<file path="config.mk">
export PLATFORM = sky130hd
export DESIGN_NAME = rfi_restore_unit
export DESIGN_NICKNAME = d
export VERILOG_FILES = /design/src/rtl/rfi_pkg.sv /design/src/rtl/rfi_msr_merge.sv /design/src/rtl/rfi_nia_align.sv /design/src/rtl/rfi_out_reg.sv /design/src/rtl/rfi_restore_unit.sv
export SDC_FILE = /design/constraint.sdc
export NUM_CORES = 1
export LEC_CHECK = 0
export BUFFER_PORTS_ARGS = -buffer_cell sky130_fd_sc_hd__buf_2
export CAP_MARGIN = 20
export CORE_AREA = 2 2 126 128
export CTS_CLUSTER_DIAMETER = 200
export DETAILED_ROUTE_END_ITERATION = 12
export DIE_AREA = 0 0 128 130
export MAX_ROUTING_LAYER = met4
export PLACE_DENSITY = 0.73
export SLEW_MARGIN = 20
export SYNTH_ARGS = -nofsm -noshare
export SYNTH_HDL_FRONTEND = slang
export SYNTH_SLANG_ARGS = --single-unit
</file>
<file path="constraint.sdc">
create_clock -name clk -period 2.6 [get_ports clk]
set_input_delay 0.39 -clock clk [delete_from_list [all_inputs] [get_ports clk]]
set_output_delay 0.39 -clock clk [all_outputs]
set_load 0.005 [all_outputs]
</file>
<file path="src/rtl/rfi_pkg.sv">
package rfi_pkg;
  localparam int MSR_W = 64;
  // vector indices of big-endian bit numbers (index = 63 - be)
  localparam int HV_IX  = MSR_W - 1 - 3;
  localparam int ME_IX  = MSR_W - 1 - 51;
  localparam int EE_IX  = MSR_W - 1 - 48;
  localparam int PR_IX  = MSR_W - 1 - 49;
  localparam int IR_IX  = MSR_W - 1 - 58;
  localparam int DR_IX  = MSR_W - 1 - 59;
  localparam int TS_HI  = MSR_W - 1 - 29;
  localparam int TS_LO  = MSR_W - 1 - 31;
  localparam int TS_W   = TS_HI - TS_LO + 1;
  localparam logic [TS_W-1:0] TS_GUARD_CUR = 3'b010;
  localparam logic [TS_W-1:0] TS_GUARD_SAV = 3'b000;
endpackage

</file>
<file path="src/rtl/rfi_msr_merge.sv">
module rfi_msr_merge
  import rfi_pkg::*;
(
  input  logic [MSR_W-1:0] cur_i,
  input  logic [MSR_W-1:0] sav_i,
  output logic [MSR_W-1:0] msr_o
);
  logic             pr_force;
  logic             ts_keep;

  assign pr_force = sav_i[PR_IX];
  assign ts_keep  = (cur_i[TS_HI:TS_LO] == TS_GUARD_CUR) &&
                    (sav_i[TS_HI:TS_LO] == TS_GUARD_SAV);

  always_comb begin
    msr_o = sav_i;
    msr_o[HV_IX] = cur_i[HV_IX] & sav_i[HV_IX];
    msr_o[ME_IX] = cur_i[HV_IX] ? sav_i[ME_IX] : cur_i[ME_IX];
    msr_o[EE_IX] = sav_i[EE_IX] | pr_force;
    msr_o[IR_IX] = sav_i[IR_IX] | pr_force;
    msr_o[DR_IX] = sav_i[DR_IX] | pr_force;
    if (ts_keep)
      msr_o[TS_HI:TS_LO] = cur_i[TS_HI:TS_LO];
  end
endmodule

</file>
<file path="src/rtl/rfi_nia_align.sv">
module rfi_nia_align #(
  parameter int ADDR_W     = 64,
  parameter int ALIGN_BITS = 2
) (
  input  logic [ADDR_W-1:0] addr_i,
  output logic [ADDR_W-1:0] addr_o
);
  localparam logic [ADDR_W-1:0] LOW_MASK = ADDR_W'((1 << ALIGN_BITS) - 1);
  assign addr_o = addr_i & ~LOW_MASK;
endmodule

</file>
<file path="src/rtl/rfi_out_reg.sv">
module rfi_out_reg #(
  parameter int W = 64
) (
  input  logic         clk,
  input  logic         rst,
  input  logic         load_i,
  input  logic [W-1:0] d_i,
  output logic [W-1:0] q_o,
  output logic         vld_o
);
  always_ff @(posedge clk) begin
    if (rst) begin
      q_o   <= '0;
      vld_o <= 1'b0;
    end else begin
      vld_o <= load_i;
      if (load_i) q_o <= d_i;
    end
  end
endmodule

</file>
<file path="src/rtl/rfi_restore_unit.sv">
module rfi_restore_unit
  import rfi_pkg::*;
#(
  parameter int ADDR_W     = 64,
  parameter int ALIGN_BITS = 2
) (
  input  logic              clk,
  input  logic              rst,
  input  logic              issue_i,
  input  logic [MSR_W-1:0]  cur_msr_i,
  input  logic [ADDR_W-1:0] srr0_i,
  input  logic [MSR_W-1:0]  srr1_i,
  output logic [MSR_W-1:0]  msr_o,
  output logic              msr_vld_o,
  output logic [ADDR_W-1:0] nia_o,
  output logic              nia_vld_o
);
  logic [MSR_W-1:0]  msr_next;
  logic [ADDR_W-1:0] nia_next;

  rfi_msr_merge u_merge (
    .cur_i (cur_msr_i),
    .sav_i (srr1_i),
    .msr_o (msr_next)
  );

  rfi_nia_align #(.ADDR_W(ADDR_W), .ALIGN_BITS(ALIGN_BITS)) u_align (
    .addr_i (srr0_i),
    .addr_o (nia_next)
  );

  rfi_out_reg #(.W(MSR_W)) u_msr_reg (
    .clk (clk), .rst (rst), .load_i (issue_i),
    .d_i (msr_next), .q_o (msr_o), .vld_o (msr_vld_o)
  );

  rfi_out_reg #(.W(ADDR_W)) u_nia_reg (
    .clk (clk), .rst (rst), .load_i (issue_i),
    .d_i (nia_next), .q_o (nia_o), .vld_o (nia_vld_o)
  );

  AST_VALID_PAIR: assert property (@(posedge clk) disable iff (rst)
    msr_vld_o == nia_vld_o);
  AST_VALID_AFTER_ISSUE: assert property (@(posedge clk) disable iff (rst)
    issue_i |=> msr_vld_o);
  AST_NIA_ALIGNED: assert property (@(posedge clk) disable iff (rst)
    nia_vld_o |-> (nia_o[ALIGN_BITS-1:0] == '0));
  AST_HV_AND: assert property (@(posedge clk) disable iff (rst)
    issue_i |=> msr_o[HV_IX] == ($past(cur_msr_i[HV_IX]) & $past(srr1_i[HV_IX])));
  AST_ME_SELECT: assert property (@(posedge clk) disable iff (rst)
    (issue_i && !cur_msr_i[HV_IX]) |=> msr_o[ME_IX] == $past(cur_msr_i[ME_IX]));
  AST_PR_FORCE: assert property (@(posedge clk) disable iff (rst)
    (issue_i && srr1_i[PR_IX]) |=> (msr_o[EE_IX] && msr_o[IR_IX] && msr_o[DR_IX]));
  AST_TS_KEEP: assert property (@(posedge clk) disable iff (rst)
    (issue_i && cur_msr_i[TS_HI:TS_LO] == TS_GUARD_CUR && srr1_i[TS_HI:TS_LO] == TS_GUARD_SAV)
      |=> msr_o[TS_HI:TS_LO] == TS_GUARD_CUR);
  AST_HOLD: assert property (@(posedge clk) disable iff (rst)
    !issue_i |=> ($stable(msr_o) && $stable(nia_o)));
endmodule

</file>
==> results.py, run 1 <==
metrics = {
    "setup_path": {
        "worstPathCellList": "buf_2",
        "worstPathArrival_ns": 0.87,
        "critPathMaxStageDelay_ns": 0.35,
        "critPathRequiredTime_ns": 2.21,
        "slowest_stage": "dfxtp_1",
        "path_max_fanout": 2,
        "endpoint_kind": "output port",
        "path_buf_inv": 1,
        "critical_path_class": "reg2out",
        "critPathLaunchType": "flop",
        "critPathTopFamily": "flip-flops",
    },
    "drt": {
        "wl_um": 10700,
        "vias_per_cell": 4.23,
        "vias": 3704,
        "drtPass1Iterations": 4,
        "wl_per_cell_um": 12.2,
        "antenna_left": 0,
        "route.detailed.drc": 0,
        "drtIter0Drc": 105,
    },
    "clock_network": {
        "cts_hold_buffers": 0,
        "htree_levels": 4,
        "cts.path.max_buffers": 2,
        "cts_setup_buffers": 0,
        "root_buffer": "clkbuf_16",
        "numCtsBuffers": 17,
        "cts_tree": "done",
        "clk_pin_slew_ns": 0.06,
        "postCtsResizedCells": 0,
        "clk_latency_ns": 0.40,
        "numClockSinks": 127,
    },
    "grt": {
        "grt_pass1_vias": 3367,
        "grt_overflow_total": 0,
        "grt_first_pass_wirelength_um": 16100,
        "track_usage": 0.127,
        "grt_max_degree": 128,
        "antenna_found_initial": 0,
    },
    "yosys": {
        "muxShareOfSynthArea": 0.261,
        "yosys.area_share.simple": 0.108,
        "synth_compound_area_frac": 0.00945,
        "syn_area_um2": 4630,
        "synth.distinct_cells": 15,
        "synth-seq-area-share": 0.549,
        "synth_warnings": 0,
        "netlist_instances": 418,
        "synthXorXnorAreaFrac": 0,
        "yosys.area_share.adder": 0,
        "avgSynthCellArea_um2": 11.1,
        "synth_top_family_by_area": "multiplexers",
        "yosys_register_bits": 127,
    },
    "sta": {
        "finalSetupTns_ns": 0,
        "drv_slew": 0,
        "finalCritPeriodShare": 0.485,
        "rsz0062_at_grt": "no",
        "relSlewSlack": 0.628,
        "timing.fmax_mhz": 793,
        "worst_pin_slew_ns": 0.558,
        "skew_ns": 0,
        "setup_viol": 0,
        "hold_violations": 0,
        "finalCriticalPeriod_ns": 1.26,
    },
    "pwr": {
        "pwr_density_cell_nw_per_um2": 808,
        "total_leakage_power_nw": 3.55,
        "vdd_drop_max_mv": 0.382,
        "total_power_w": 0.00534,
    },
    "outcome": {
        "status": "finished, final reports clean",
    },
    "die": {
        "start_util": 0.300,
        "die_h_um": 130,
        "num_rows": 46,
        "design.die.area_um2": 16600,
        "die_w_um": 128,
        "coreArea_um2": 15400,
        "io_pins": 325,
    },
    "placement": {
        "dp_hpwl_um": 7460,
        "port_buffers": 261,
        "place.gp.congestion": 0.747,
    },
    "layout": {
        "syn_to_final_growth_pct": 42.8,
        "num-nets-final": 866,
        "n_antenna_cell": 0,
        "final_layout_size_suffix_gt1_frac": 0.433,
    },
    "run": {
        "max_cap_viol_count": 0,
    },
    "hold_path": {
        "hp-class": "in2reg",
    },
}
-- cells in the mapped netlist (all sizes together) --
cell | count | area share
o22ai | 3 | 0.0041
mux2i | 121 | 0.26
conb | 1 | 0.00081
nor2 | 125 | 0.10
nor4 | 1 | 0.0014
a21oi | 2 | 0.0022
a211oi | 2 | 0.0032
buf | 21 | 0.063
dfxtp | 127 | 0.55
nand2b | 2 | 0.0027
nand3 | 1 | 0.0011
clkbuf | 11 | 0.0089
nor2b | 1 | 0.0014
-- per-layer routing --
layer / global-route usage / vias to the layer above / wire [um]
met5: - / - / 0
met4: 0.0633 / 0 / 231
met3: 0.0476 / 15 / 847
met2: 0.196 / 168 / 4860
met1: 0.147 / 1634 / 4720
li1: - / 1887 / -
-- kinds of logic (layout without fill, tap and decap cells) --
logic type      count (synthesis)  in the layout
simple gates                  130            130
flops                         127            127
mux                           121            121
buf+inv                        32            297
compound gates                  7              7
other cells                     1              2
-- final timing paths --
path                            cells after the start                      startpoint                             end  slack (ns)
worst max-delay path                                1  u_msr_reg.q_o[43]$_SDFFE_PP0P_                       msr_o[43]        1.34
worst min-delay path                                3                      srr1_i[59]  u_msr_reg.q_o[59]$_SDFFE_PP0P_        0.22
worst max register to register                      2  u_msr_reg.q_o[12]$_SDFFE_PP0P_  u_msr_reg.q_o[12]$_SDFFE_PP0P_        1.94
worst min register to register                      2  u_msr_reg.q_o[60]$_SDFFE_PP0P_  u_msr_reg.q_o[60]$_SDFFE_PP0P_        0.47
-- layout by cell type, fill, tap and decap left out, types with 2 or more instances in the layout --
cell type   synthesis  routed
buf_4               8       2
nor2_1            125     125
inv_6               0       2
clkbuf_16           0      17
clkbuf_8            0       2
dfxtp_1           127     127
clkinvlp_4          0       2
buf_2               2     259
buf_12             11       3
clkinv_4            0       2
o22ai_1             3       3
conb_1              1       2
a211oi_1            2       2
nand2b_1            2       2
mux2i_1           121     121
a21oi_1             2       2
bufinv_16           0       6
-- state kept, by name, indices dropped and copies added (netlist names) --
name and cells:
u_msr_reg.q_o 64, u_msr_reg.vld_o 1, u_nia_reg.q_o 62
-- cell type report --
| type | instances | area, um2 |
|---|---|---|
| clock buffers | 20 | 457 |
| clock inverters | 12 | 230 |
| fillers | 1491 | 8810 |
| multi-input cells | 260 | 1760 |
| flip-flops and latches | 127 | 2540 |
| well taps | 192 | 240 |
| repair buffers | 265 | 1380 |
-- where the power goes --
group | switching (W) | internal [W] | leakage [nW]
registers | 0.0000531 | 0.00207 | 1.05
logic | 0.000231 | 0.000269 | 2.17
clock network | 0.000864 | 0.00186 | 0.327
total | 0.00115 | 0.00419 | 3.55
-- metrics by stage --
step	instances	hold WS [ns]	instance area, um2	setup WS, ns	util
finish	876	0.217	6610	1.34	0.429
global placement	844	0.453	5930	1.00	0.384
detailed placement	844	0.463	5930	0.992	0.384
global route	876	0.204	6610	1.28	0.429
CTS	876	0.194	6610	1.31	0.429
floorplan	419	0.461	4640	1.45	-
No activity file was read; power rests on OpenSTA's default activity.
==> run 2, diff against run 1 <==
- PLACE_DENSITY: 0.73 -> 0.76
- clock period: 2.6 -> 1 ns (I/O delays scaled with it)
==> results.py, run 2 (synthesis gave the netlist of run 1 again) <==
metrics = {
    "sta": {
        "finalSetupTns_ns": -0.00780,
        "timing.fmax_mhz": 995,
        "fin_ws_ns": -0.00503,
        "finalCritPeriodShare": 1.01,
        "finalCriticalPeriod_ns": 1.01,
        "skew_ns": 0,
        "holdWs_ns": 0.00641,
        "rsz0062_at_grt": "yes",
        "drv_slew": 0,
        "hold_violations": 0,
        "setup_viol": 2,
    },
    "drt": {
        "vias_per_cell": 4.42,
        "antenna_left": 0,
        "wl_per_cell_um": 15.1,
        "vias": 4512,
        "drtPass1Iterations": 5,
        "drtIter0Drc": 141,
        "route.detailed.drc": 0,
        "wl_um": 15400,
    },
    "placement": {
        "dp_hpwl_um": 7830,
        "place_ws_ns": -0.0272,
        "port_buffers": 261,
        "place.gp.congestion": 0.768,
    },
    "setup_path": {
        "cp-startpoint": "u_msr_reg.q_o[15]$_SDFFE_PP0P_",
        "critPathRequiredTime_ns": 0.85,
        "worstPathArrival_ns": 0.86,
        "path_buf_inv": 1,
        "critPathTopFamily": "flip-flops",
        "worstPathCellList": "buf_6",
        "timing.rr.start": "u_msr_reg.q_o[59]$_SDFFE_PP0P_",
        "critPathMaxStageDelay_ns": 0.35,
        "path_max_fanout": 2,
        "slowest_stage": "dfxtp_2",
        "critPathLaunchType": "flop",
        "critical_path_class": "reg2out",
        "ff2ff_setup_slack_ns": 0.14,
        "endpoint_kind": "output port",
    },
    "run": {
        "max_cap_viol_count": 0,
    },
    "clock_network": {
        "cts.path.max_buffers": 2,
        "root_buffer": "clkbuf_16",
        "clk_pin_slew_ns": 0.06,
        "numClockSinks": 127,
        "clk_latency_ns": 0.40,
        "cts_tree": "done",
        "numCtsBuffers": 17,
        "htree_levels": 4,
    },
    "die": {
        "die_w_um": 128,
        "coreArea_um2": 15400,
        "start_util": 0.300,
        "io_pins": 325,
        "num_rows": 46,
        "die_h_um": 130,
        "design.die.area_um2": 16600,
    },
    "pwr": {
        "vdd_drop_max_mv": 0.979,
        "pwr_density_cell_nw_per_um2": 1610,
        "total_leakage_power_nw": 4.27,
        "total_power_w": 0.0138,
    },
    "layout": {
        "register_area_um2": 2700,
        "top_register": "u_msr_reg.q_o",
        "top_regs": "u_msr_reg.q_o: 64 flops, u_nia_reg.q_o: 62 flops, u_msr_reg.vld_o: 1 flops",
        "syn_to_final_growth_pct": 85.1,
        "fillCellCount": 1205,
        "largest_reg_flops": 64,
        "final_layout_size_suffix_gt1_frac": 0.541,
        "n_antenna_cell": 0,
        "multi_input_area_um2": 1760,
        "num-nets-final": 1013,
        "mostFrequentLayoutCells": "180 x buf_2, 127 x dfxtp_2, 125 x nor2_1",
        "layout_commonest_cell": "buf_2",
    },
    "grt": {
        "grt_pass1_vias": 4513,
        "grt_max_degree": 68,
        "antenna_found_initial": 0,
        "grt_overflow_total": 0,
        "grt_first_pass_wirelength_um": 21400,
        "track_usage": 0.169,
    },
    "outcome": {
        "violations": "negative setup slack",
        "status": "complete, but fails checks",
    },
    "hold_path": {
        "hp-start": "srr0_i[10]",
        "hp-class": "in2reg",
    },
}
-- run 2: cell count changes in the layout (fill, tap and decap cells not counted) --
| cell | delta |
|---|---|
| bufinv_16 | -4 |
| buf_2 | -79 |
| clkinv_2 | +1 |
| dfxtp_1 | -127 |
| dlygate4sd3_1 | +118 |
| clkinv_4 | -2 |
| inv_6 | -2 |
| buf_12 | +1 |
| clkbuf_8 | +3 |
| buf_4 | +28 |
| clkbuf_1 | +1 |
| dfxtp_2 | +127 |
| buf_6 | +79 |
-- run 2: what timing repair did --
action                                  in CTS  in global routing
hold buffers                               118                  0
pin swaps                                    0                  0
endpoints found under the setup margin     126                128
gates resized for setup                    153                 53
setup buffers                                3                 17
endpoints found under the hold margin      118                  0
-- run 2: final timing paths --
path,to,cells past startpoint
worst max register to register,u_msr_reg.q_o[59]$_SDFFE_PP0P_,4
worst min register to register,u_nia_reg.q_o[56]$_SDFFE_PP0P_,2
worst min-delay path,u_nia_reg.q_o[10]$_SDFFE_PP0P_,3
worst max-delay path,msr_o[15],1
-- run 2: layer usage --
metal,up-vias,global-route usage,share of wire
met3,29,0.0558,0.068
li1,2177,-,-
met2,197,0.299,0.53
met5,-,-,0
met4,0,0.0789,0.025
met1,2109,0.170,0.38
-- run 2: through the flow --
stage	instances	util	instance area, um2
6_report	1020	0.556	8570
5_1_grt	1020	0.556	8570
4_1_cts	1003	0.530	8170
3_5_place_dp	853	0.389	6010
3_3_place_gp	853	0.389	6010
2_1_floorplan	419	-	4640
-- run 2: final cells by class --
cell class                 count  share of cell area
sequential                   127               0.315
clock buffer                  24              0.0585
timing repair buffer         412               0.384
tap                          192              0.0280
clock inverter                 5             0.00934
multi-input combinational    260               0.205
-- run 2: where the power goes --
part           internal, W  switching [W]
Combinational      0.00129       0.000775
Sequential         0.00544       0.000200
Clock              0.00396        0.00211
